### config.mk
export PLATFORM = sky130hd
export DESIGN_NAME = irq_status_unit
export DESIGN_NICKNAME = d
export VERILOG_FILES = /design/src/rtl/irq_status_unit.sv
export SDC_FILE = /design/constraint.sdc
export NUM_CORES = 1
export LEC_CHECK = 0
export ABC_AREA = 1
export ABC_CLOCK_PERIOD_IN_PS = 1000
export BUFFER_PORTS_ARGS = -buffer_cell sky130_fd_sc_hd__buf_2
export CAP_MARGIN = 20
export CORE_MARGIN = 2
export CORE_UTILIZATION = 40
export CTS_CLUSTER_DIAMETER = 200
export DETAILED_ROUTE_END_ITERATION = 8
export PLACE_DENSITY = 0.76
export REMOVE_ABC_BUFFERS = 1
export SLEW_MARGIN = 15
export SYNTH_ARGS = -nofsm -noshare
export SYNTH_HDL_FRONTEND = slang
export SYNTH_SLANG_ARGS = --single-unit
### constraint.sdc
create_clock -name clk -period 1 [get_ports clk]
set_input_delay 0.05 -clock clk [delete_from_list [all_inputs] [get_ports clk]]
set_output_delay 0.05 -clock clk [all_outputs]
set_load 0.1 [all_outputs]
### src/rtl/irq_status_unit.sv
module irq_status_unit #(
  parameter int W = 16,
  parameter logic [W-1:0] STICKY_MASK = 16'h0DC0,
  parameter logic [W-1:0] LEVEL_MASK  = 16'h721F,
  parameter logic [W-1:0] EN_MASK     = 16'h5DDF,
  localparam int IDX_W = $clog2(W)
) (
  input  logic             clk,
  input  logic             rst_n,
  input  logic [W-1:0]     ev_pulse,
  input  logic [W-1:0]     lvl_in,
  input  logic             reg_wr,
  input  logic [1:0]       reg_addr,
  input  logic [W-1:0]     reg_wdata,
  output logic [W-1:0]     reg_rdata,
  output logic             irq,
  output logic             pend_valid,
  output logic [IDX_W-1:0] pend_idx
);
  localparam logic [1:0] A_STA = 2'd0;
  localparam logic [1:0] A_EN  = 2'd1;
  localparam logic [1:0] A_CLR = 2'd2;

  logic [W-1:0] sticky_q, en_q, status, pending, clr_mask;

  assign clr_mask = (reg_wr && reg_addr == A_CLR) ? (reg_wdata & STICKY_MASK) : '0;

  always_ff @(posedge clk) begin
    if (!rst_n) begin
      sticky_q <= '0;
      en_q     <= '0;
    end else begin
      sticky_q <= (sticky_q & ~clr_mask) | (ev_pulse & STICKY_MASK);
      if (reg_wr && reg_addr == A_EN) en_q <= reg_wdata & EN_MASK;
    end
  end

  assign status  = sticky_q | (lvl_in & LEVEL_MASK);
  assign pending = status & en_q;
  assign irq     = |pending;
  assign pend_valid = irq;

  always_comb begin
    pend_idx = '0;
    for (int i = 0; i < W; i++)
      if (pending[i]) pend_idx = IDX_W'(i);
  end

  always_comb begin
    case (reg_addr)
      A_STA:   reg_rdata = status;
      A_EN:    reg_rdata = en_q;
      default: reg_rdata = '0;
    endcase
  end
endmodule


==> impl_metrics.json, run 1 <==
{
  "p_leak_nw": 0.936,
  "core_area_mm2": 0.00243,
  "clk-insertion-delay-late_ps": 300,
  "synthMuxAreaShare": 0,
  "ant_nets": 0,
  "ios": 75,
  "synth_xor_area_frac": 0,
  "fin_util": 0.838,
  "min_path_type": "in2reg",
  "synth_compound_area_frac": 0.264,
  "die_h_um": 54.4,
  "power.density_mw_per_mm2": 1210,
  "synthDominantCellAreaShare": 0.335,
  "synth_cell_types": 20,
  "via_count": 1389,
  "required_ps": 950,
  "startpoint_type": "flop",
  "crit_path_end_kind": "primary output",
  "synth_common_cells": "inv_1, nand2_1, a21oi_1, dfxtp_1, o21ai_1",
  "status": "finished with violations",
  "die_w_um": 54.4,
  "clk_path_buf_depth": 2,
  "grt_overflow": 0,
  "arrival_ps": 1530,
  "hpwl_mm": 2.15,
  "clock-sinks": 17,
  "synthArstFlopShare": 0,
  "syn_inst": 158,
  "peakVddDrop_v": 0.00110,
  "crit_fanout": 2,
  "nNetsFinal": 282,
  "setup_viol": 18,
  "io_buffer_count": 50,
  "yosysMostFrequentCell": "inv_1",
  "place_area_mm2": 0.00165,
  "grt_pass1_wl_mm": 5.19,
  "skew_ps": 0,
  "fin_cells": 258,
  "yosysSeqAreaShare": 0.335,
  "vias_per_cell": 5.38,
  "syn2layout_area_growth_pct": 100,
  "grt_pass1_vias": 1136,
  "finalCriticalPeriod_ps": 1580,
  "insertedDiodeCount": 0,
  "remaining_drc_errors": 0,
  "period_share": 1.58,
  "setup_slack_ps": -584,
  "synthFlopType": "dfxtp_1",
  "synthAdderAreaFrac": 0,
  "finalMaxSlewViolations": 0,
  "wl_per_cell_um": 15.9,
  "synth_area_leaders": "dfxtp_1, inv_1, a21oi_1",
  "rows": 18,
  "maxCapViolCount": 0,
  "synth-edff-count": 0,
  "yosysTopAreaCell": "dfxtp_1",
  "drt_iter0_markers": 53,
  "synthSimpleGateAreaFrac": 0.199,
  "htreeDepth": 1,
  "ys_ff_latch": 17,
  "hold_violations": 0,
  "antenna_found_initial": 0,
  "cts-root-buf": "clkbuf_4",
  "syn_area_per_cell_um2": 6.44,
  "fp.dieArea_mm2": 0.00296,
  "path_clk_slew_ps": 110,
  "cts_tree": "yes",
  "hold_slack_ps": 21.5,
  "crit_type": "reg2out",
  "rsz0062_at_grt": "true",
  "yosys_warnings": 0,
  "start_util": 0.418,
  "drtPass1Iterations": 5,
  "synth_area_mm2": 0.00102,
  "drive_gt1_frac": 0.627,
  "violations": "negative setup slack",
  "place_congestion": 0.874,
  "stdcell_area_mm2": 0.00204,
  "numCtsBuffers": 3,
  "grt_max_degree": 25,
  "track_usage": 0.245,
  "drt_wl_total_mm": 4.11,
  "clock.fmax_mhz": 631,
  "dpl.cell_count": 245,
  "synth_top_family_by_area": "compound AO/OA/AOI/OAI gates"
}
-- worst max-delay path, cell delays in order (launching register included) --
cell and delay [ps]:
dfxtp_2 350, nand2_2 90, nand2_2 80, a211oi_2 170
nand4_1 270, buf_12 270
-- routing by layer --
layer	up-vias	part of all wire	track usage
li1	641	-	-
met1	640	0.39	0.296
met2	88	0.48	0.410
met3	20	0.083	0.0492
met4	0	0.044	0.125
met5	-	0	0
-- flip-flops by register name, summed over array words and instances, names as in the netlist --
register	count
en_q	12
sticky_q	5
-- area by class of cell --
type	count	area, um^2
inverters	34	131
well taps	30	37.5
clock inverters	1	5.00
clock buffers	3	22.5
fillers	132	394
flip-flops and latches	17	364
multi-input cells	99	708
repair buffers	74	769
-- cells by family after synthesis --
kind of cell,count (synthesis)
other cells,1
flops,17
buf+inv,43
compound gates,52
simple gates,45
-- report_power, final --
group	internal (mW)	leakage, nW	switching, mW
logic	0.461	0.772	0.846
registers	0.724	0.146	0.0356
clock network	0.149	0.0177	0.248
-- stage by stage --
step                TNS [ps]  setup WS, ps  total power [mW]
CTS                    -3760          -463              2.36
floorplan             -18970         -1800              1.42
finish                 -4710          -584              2.46
global route           -5550          -632              2.56
global placement       -1380          -169              1.88
detailed placement     -1680          -188              1.89
-- timing repair --
action,in CTS,in global routing
endpoints found under the hold margin,5,0
setup endpoints to repair,18,18
resized for setup,72,20
buffers inserted,3,4
pin swaps,22,11
hold buffers,5,0
-- cell usage in the layout (no fill, tap or decap), drive strengths merged --
cell | netlist | routed
a211oi | 1 | 1
a21oi | 20 | 20
buf | 8 | 69
clkbuf | 1 | 3
clkinv | 0 | 1
clkinvlp | 0 | 1
conb | 1 | 2
dfxtp | 17 | 17
dlygate4sd3 | 0 | 5
inv | 34 | 33
nand2 | 27 | 27
nand3 | 13 | 13
nand4 | 1 | 1
nor2 | 4 | 4
o21ai | 30 | 30
o31ai | 1 | 1
-- worst paths after layout --
check                end  cells past startpoint  slack, ps           from
max           pend_valid                      5       -580        en_q[3]
min             en_q[12]                      3         20  reg_wdata[12]
max reg2reg  sticky_q[6]                      4        180    sticky_q[6]
min reg2reg      en_q[2]                      2        490        en_q[2]
Note: power is estimated with default switching activity, not from simulation.
==> run 2: changes to the inputs <==
- ABC_AREA: 1 -> unset
- PLACE_DENSITY: 0.76 -> 0.75
==> impl_metrics.json, run 2 <==
{
  "synthFlopType": "dfxtp_1",
  "hpwl_mm": 2.57,
  "grt_pass1_vias": 1350,
  "antenna_found_initial": 0,
  "yosysSeqAreaShare": 0.328,
  "slowest_stage": "dfxtp_4",
  "wl_per_cell_um": 20.4,
  "ant_nets": 0,
  "cts_tree": "yes",
  "crit_path_end_kind": "primary output",
  "synth_area_mm2": 0.00104,
  "violations": "negative setup slack",
  "ios": 75,
  "htreeDepth": 1,
  "hold_slack_ps": 13.1,
  "remaining_drc_errors": 0,
  "yosysTopAreaCell": "dfxtp_1",
  "hold_violations": 0,
  "synthDominantCellAreaShare": 0.328,
  "vias_per_cell": 5.72,
  "via_count": 1355,
  "insertedDiodeCount": 0,
  "rrSetupSlack_ps": 60,
  "rows": 18,
  "reg_top3": "en_q (12), sticky_q (5)",
  "rr_startpoint": "en_q[8]",
  "peakVddDrop_v": 0.00109,
  "clk_path_buf_depth": 2,
  "setup_slack_ps": -651,
  "p_leak_nw": 1.01,
  "grt_overflow": 0,
  "numCtsBuffers": 3,
  "max_stage_delay_ps": 370,
  "die_w_um": 54.9,
  "yosys_warnings": 0,
  "yosysMostFrequentCell": "mux2i_1",
  "drtPass1Iterations": 5,
  "setup_viol": 18,
  "synth_cell_types": 22,
  "clock-sinks": 17,
  "maxCapViolCount": 0,
  "track_usage": 0.297,
  "syn_area_per_cell_um2": 8.64,
  "crit_fanout": 3,
  "drive_gt1_frac": 0.681,
  "period_share": 1.65,
  "stdcell_area_mm2": 0.00217,
  "fin_cells": 237,
  "cts-root-buf": "clkbuf_4",
  "path_cells": "a22oi_2 -> nand2_2 -> nor2_4 -> nand4_1 -> buf_6 -> buf_12",
  "layout_commonest_cell": "buf_2",
  "n_fill_cell": 109,
  "syn2layout_area_growth_pct": 109,
  "drt_wl_total_mm": 4.84,
  "crit_start": "en_q[10]",
  "dpl.cell_count": 224,
  "core_area_mm2": 0.00248,
  "skew_ps": 0,
  "ys_ff_latch": 17,
  "io_buffer_count": 50,
  "synth_common_cells": "mux2i_1, nor2b_1, dfxtp_1, nor2_1, nand2_1",
  "syn_inst": 120,
  "worstHoldStart": "ev_pulse[6]",
  "power.density_mw_per_mm2": 1070,
  "grt_max_degree": 18,
  "start_util": 0.419,
  "drt_iter0_markers": 37,
  "path_clk_slew_ps": 110,
  "rsz0062_at_grt": "true",
  "place_area_mm2": 0.00176,
  "clock.fmax_mhz": 606,
  "finalMaxSlewViolations": 0,
  "place_congestion": 0.827,
  "status": "finished with violations",
  "startpoint_type": "flop",
  "fp.dieArea_mm2": 0.00302,
  "largest_reg_flops": 12,
  "required_ps": 950,
  "synth_area_leaders": "dfxtp_1, mux2i_1, nor2b_1",
  "min_path_type": "in2reg",
  "mostFrequentLayoutCells": "buf_2, buf_4, buf_12",
  "synthArstFlopShare": 0,
  "regMostFlops": "en_q",
  "grt_pass1_wl_mm": 6.20,
  "die_h_um": 54.9,
  "arrival_ps": 1600,
  "finalCriticalPeriod_ps": 1650,
  "finalPower_mw": 2.32,
  "synth-edff-count": 0,
  "fin_util": 0.874,
  "clk-insertion-delay-late_ps": 300,
  "nNetsFinal": 261,
  "crit_type": "reg2out"
}
run 2: cell types whose count changed after synthesis, moves of 3 or more:
| cell | before | now |
|---|---|---|
| inv_1 | 33 | 1 |
| o21ai_0 | 12 | 3 |
| nor2b_1 | 0 | 18 |
| a22oi_1 | 0 | 5 |
| nand2_1 | 26 | 11 |
| o21ai_1 | 17 | 0 |
| a21oi_1 | 20 | 8 |
| nand3_1 | 13 | 1 |
| mux2i_1 | 0 | 24 |
| buf_6 | 3 | 0 |
| nor2_1 | 3 | 13 |
run 2: final timing paths:
path | cells past startpoint | endpoint
max | 6 | irq
min | 3 | sticky_q[6]
max reg2reg | 4 | en_q[8]
min reg2reg | 2 | en_q[12]
run 2: power breakdown:
| part | switching (mW) | total [mW] | internal (mW) |
|---|---|---|---|
| Combinational | 0.704 | 1.18 | 0.472 |
| Clock | 0.236 | 0.392 | 0.156 |
| Sequential | 0.0383 | 0.748 | 0.710 |
| Total | 0.978 | 2.32 | 1.34 |
run 2: metrics by stage:
| stage | TNS, ps | setup slack (ps) |
|---|---|---|
| global route | -7540 | -696 |
| finish | -6760 | -651 |
| floorplan | -19210 | -1820 |
| detailed placement | -2880 | -334 |
| global placement | -2030 | -249 |
| CTS | -6090 | -551 |
run 2: repair_timing:
item,in CTS,in global routing
pin swaps,12,20
hold buffers,3,0
setup buffers,1,8
gates resized for setup,50,47
endpoints found under the setup margin,20,19
hold endpoints to repair,3,0
run 2: logic make-up after synthesis:
| group | after synthesis | synth area share |
|---|---|---|
| simple gates | 50 | 0.261 |
| mux | 24 | 0.232 |
| compound gates | 19 | 0.115 |
| flops | 17 | 0.328 |
| buf+inv | 9 | 0.0615 |
| other cells | 1 | 0.00362 |
run 2: cell type report:
| type | count | area (um^2) | area share |
|---|---|---|---|
| clock buffer | 4 | 26.3 | 0.0121 |
| inverter | 1 | 3.75 | 0.00173 |
| multi-input combinational | 95 | 805 | 0.371 |
| sequential | 17 | 369 | 0.170 |
| tap | 30 | 37.5 | 0.0173 |
| timing repair buffer | 90 | 925 | 0.427 |
run 2: layer usage:
metal | global-route usage | vias up | part of all wire
li1 | - | 586 | -
met4 | 0.203 | 0 | 0.065
met2 | 0.506 | 84 | 0.50
met3 | 0.0457 | 28 | 0.065
met1 | 0.340 | 657 | 0.37
met5 | 0 | - | 0
run 2: worst max-delay path, delay by kind of cell, from the launching register on:
kind                   cells  cell delay, ps
buffers and inverters      2             320
AO/OA/AOI/OAI              1             250
flip-flops                 1             370
AND/OR/NAND/NOR            3             370
==> run 3: changes to the inputs <==
- ABC_CLOCK_PERIOD_IN_PS: 1000 -> 1800
- clock period: 1 -> 1.8 ns (I/O delays scaled with it)
==> impl_metrics.json, run 3 (synthesis results as in run 2) <==
{
  "status": "complete, no violations",
  "pwr-share-comb": 0.390,
  "layout_commonest_cell": "buf_2",
  "finalPower_mw": 1.03,
  "clock.fmax_mhz": 580,
  "rrSetupSlack_ps": 1120,
  "crit_start": "sticky_q[10]",
  "hold_violations": 0,
  "numCtsBuffers": 3,
  "mostFrequentLayoutCells": "buf_2, mux2i_1, nor2b_1",
  "n_fill_cell": 263,
  "maxCapViolCount": 0,
  "syn2layout_area_growth_pct": 25.8,
  "setup_viol": 0,
  "hold_slack_ps": 3.75,
  "ff_latch_area_um2": 340,
  "skew_ps": 0,
  "vias_per_cell": 5.02,
  "arrival_ps": 1630,
  "p_sw_frac": 0.446,
  "peakVddDrop_v": 0.000467,
  "pwr-share-clk": 0.209,
  "p_leak_nw": 0.708,
  "drt_iter0_markers": 11,
  "startpoint_type": "flop",
  "rr_startpoint": "en_q[8]",
  "die_w_um": 54.9,
  "drive_gt1_frac": 0.329,
  "track_usage": 0.173,
  "ant_nets": 0,
  "cts_tree": "yes",
  "crit_type": "reg2out",
  "place_area_mm2": 0.00127,
  "stdcell_area_mm2": 0.00131,
  "place_congestion": 0.737,
  "fin_cells": 197,
  "fin_tns_setup_ps": 0,
  "antenna_found_initial": 0,
  "rows": 18,
  "cts-root-buf": "clkbuf_4",
  "regMostFlops": "en_q",
  "period_share": 0.958,
  "intPower_uw": 569,
  "grt_pass1_wl_mm": 3.61,
  "htreeDepth": 1,
  "fp.dieArea_mm2": 0.00302,
  "remaining_drc_errors": 0,
  "grt_max_degree": 18,
  "dpl.cell_count": 193,
  "clk_path_buf_depth": 2,
  "path_clk_slew_ps": 110,
  "ios": 75,
  "reg2reg_depth": 2,
  "largest_reg_flops": 12,
  "crit_end": "pend_idx[0]",
  "finalMaxSlewViolations": 0,
  "drt_wl_total_mm": 2.48,
  "via_count": 988,
  "reg_top3": "en_q (12), sticky_q (5)",
  "finalCriticalPeriod_ps": 1720,
  "clock-sinks": 17,
  "nNetsFinal": 221,
  "power.switching_uw": 457,
  "crit_path_end_kind": "primary output",
  "crit_fanout": 4,
  "clk-insertion-delay-late_ps": 300,
  "io_buffer_count": 50,
  "min_path_type": "in2reg",
  "insertedDiodeCount": 0,
  "required_ps": 1710,
  "grt_overflow": 0,
  "wl_per_cell_um": 12.6,
  "core_area_mm2": 0.00248,
  "start_util": 0.419,
  "die_h_um": 54.9,
  "rsz0062_at_grt": "false",
  "hpwl_mm": 1.88,
  "grt_pass1_vias": 842,
  "pwr-share-seq": 0.401,
  "multi_input_area_um2": 637,
  "worstHoldStart": "ev_pulse[7]",
  "power.density_mw_per_mm2": 786,
  "drtPass1Iterations": 4,
  "r2r-end": "en_q[8]"
}
-- run 3: critical path: stages, from the launching register on --
cell and delay (ps):
dfxtp_1 350, a22oi_1 230, a32oi_1 130, a21oi_1 170
buf_2 450
-- run 3: power by group through the flow --
stage               Sequential [mW]  Clock (mW)  Combinational, mW
global route                  0.413       0.232              0.421
floorplan                     0.414           0              0.307
detailed placement            0.419           0              0.398
finish                        0.411       0.215              0.400
CTS                           0.410       0.218              0.399
global placement              0.418           0              0.395
-- run 3: how the worst min path moves through the flow --
stage / depth (start not counted) / slack, ps / end
after floorplan: 1 / 220 / sticky_q[10]
after global placement: 3 / 310 / sticky_q[8]
after detailed placement: 3 / 320 / sticky_q[7]
after CTS: 3 / 2 / sticky_q[7]
after global routing: 3 / 10 / sticky_q[8]
final: 3 / 4 / sticky_q[7]
-- run 3: layer usage --
metal | wire length, um | up-vias | global-route usage
met5 | 0 | - | 0
met3 | 184 | 4 | 0.0242
met2 | 1140 | 36 | 0.286
met4 | 56 | 0 | 0.106
li1 | - | 506 | -
met1 | 1090 | 442 | 0.211
-- run 3: area by class of cell --
| type | count | share of cell area |
|---|---|---|
| clock buffers | 3 | 0.0173 |
| flip-flops and latches | 17 | 0.261 |
| well taps | 30 | 0.0288 |
| inverters | 1 | 0.00288 |
| clock inverters | 1 | 0.00384 |
| repair buffers | 50 | 0.198 |
| multi-input cells | 95 | 0.488 |
-- run 3: what timing repair did --
action / in CTS / in global routing
setup buffers: 0 / 0
setup endpoints to repair: 0 / 2
resized for setup: 0 / 4
hold buffers: 0 / 0
-- run 3: per-stage QoR --
stage	worst slack, ps	util
finish	76.2	0.527
global route	0.900	0.527
CTS	1.79	0.523
detailed placement	348	0.512
global placement	351	0.512
floorplan	-1060	-
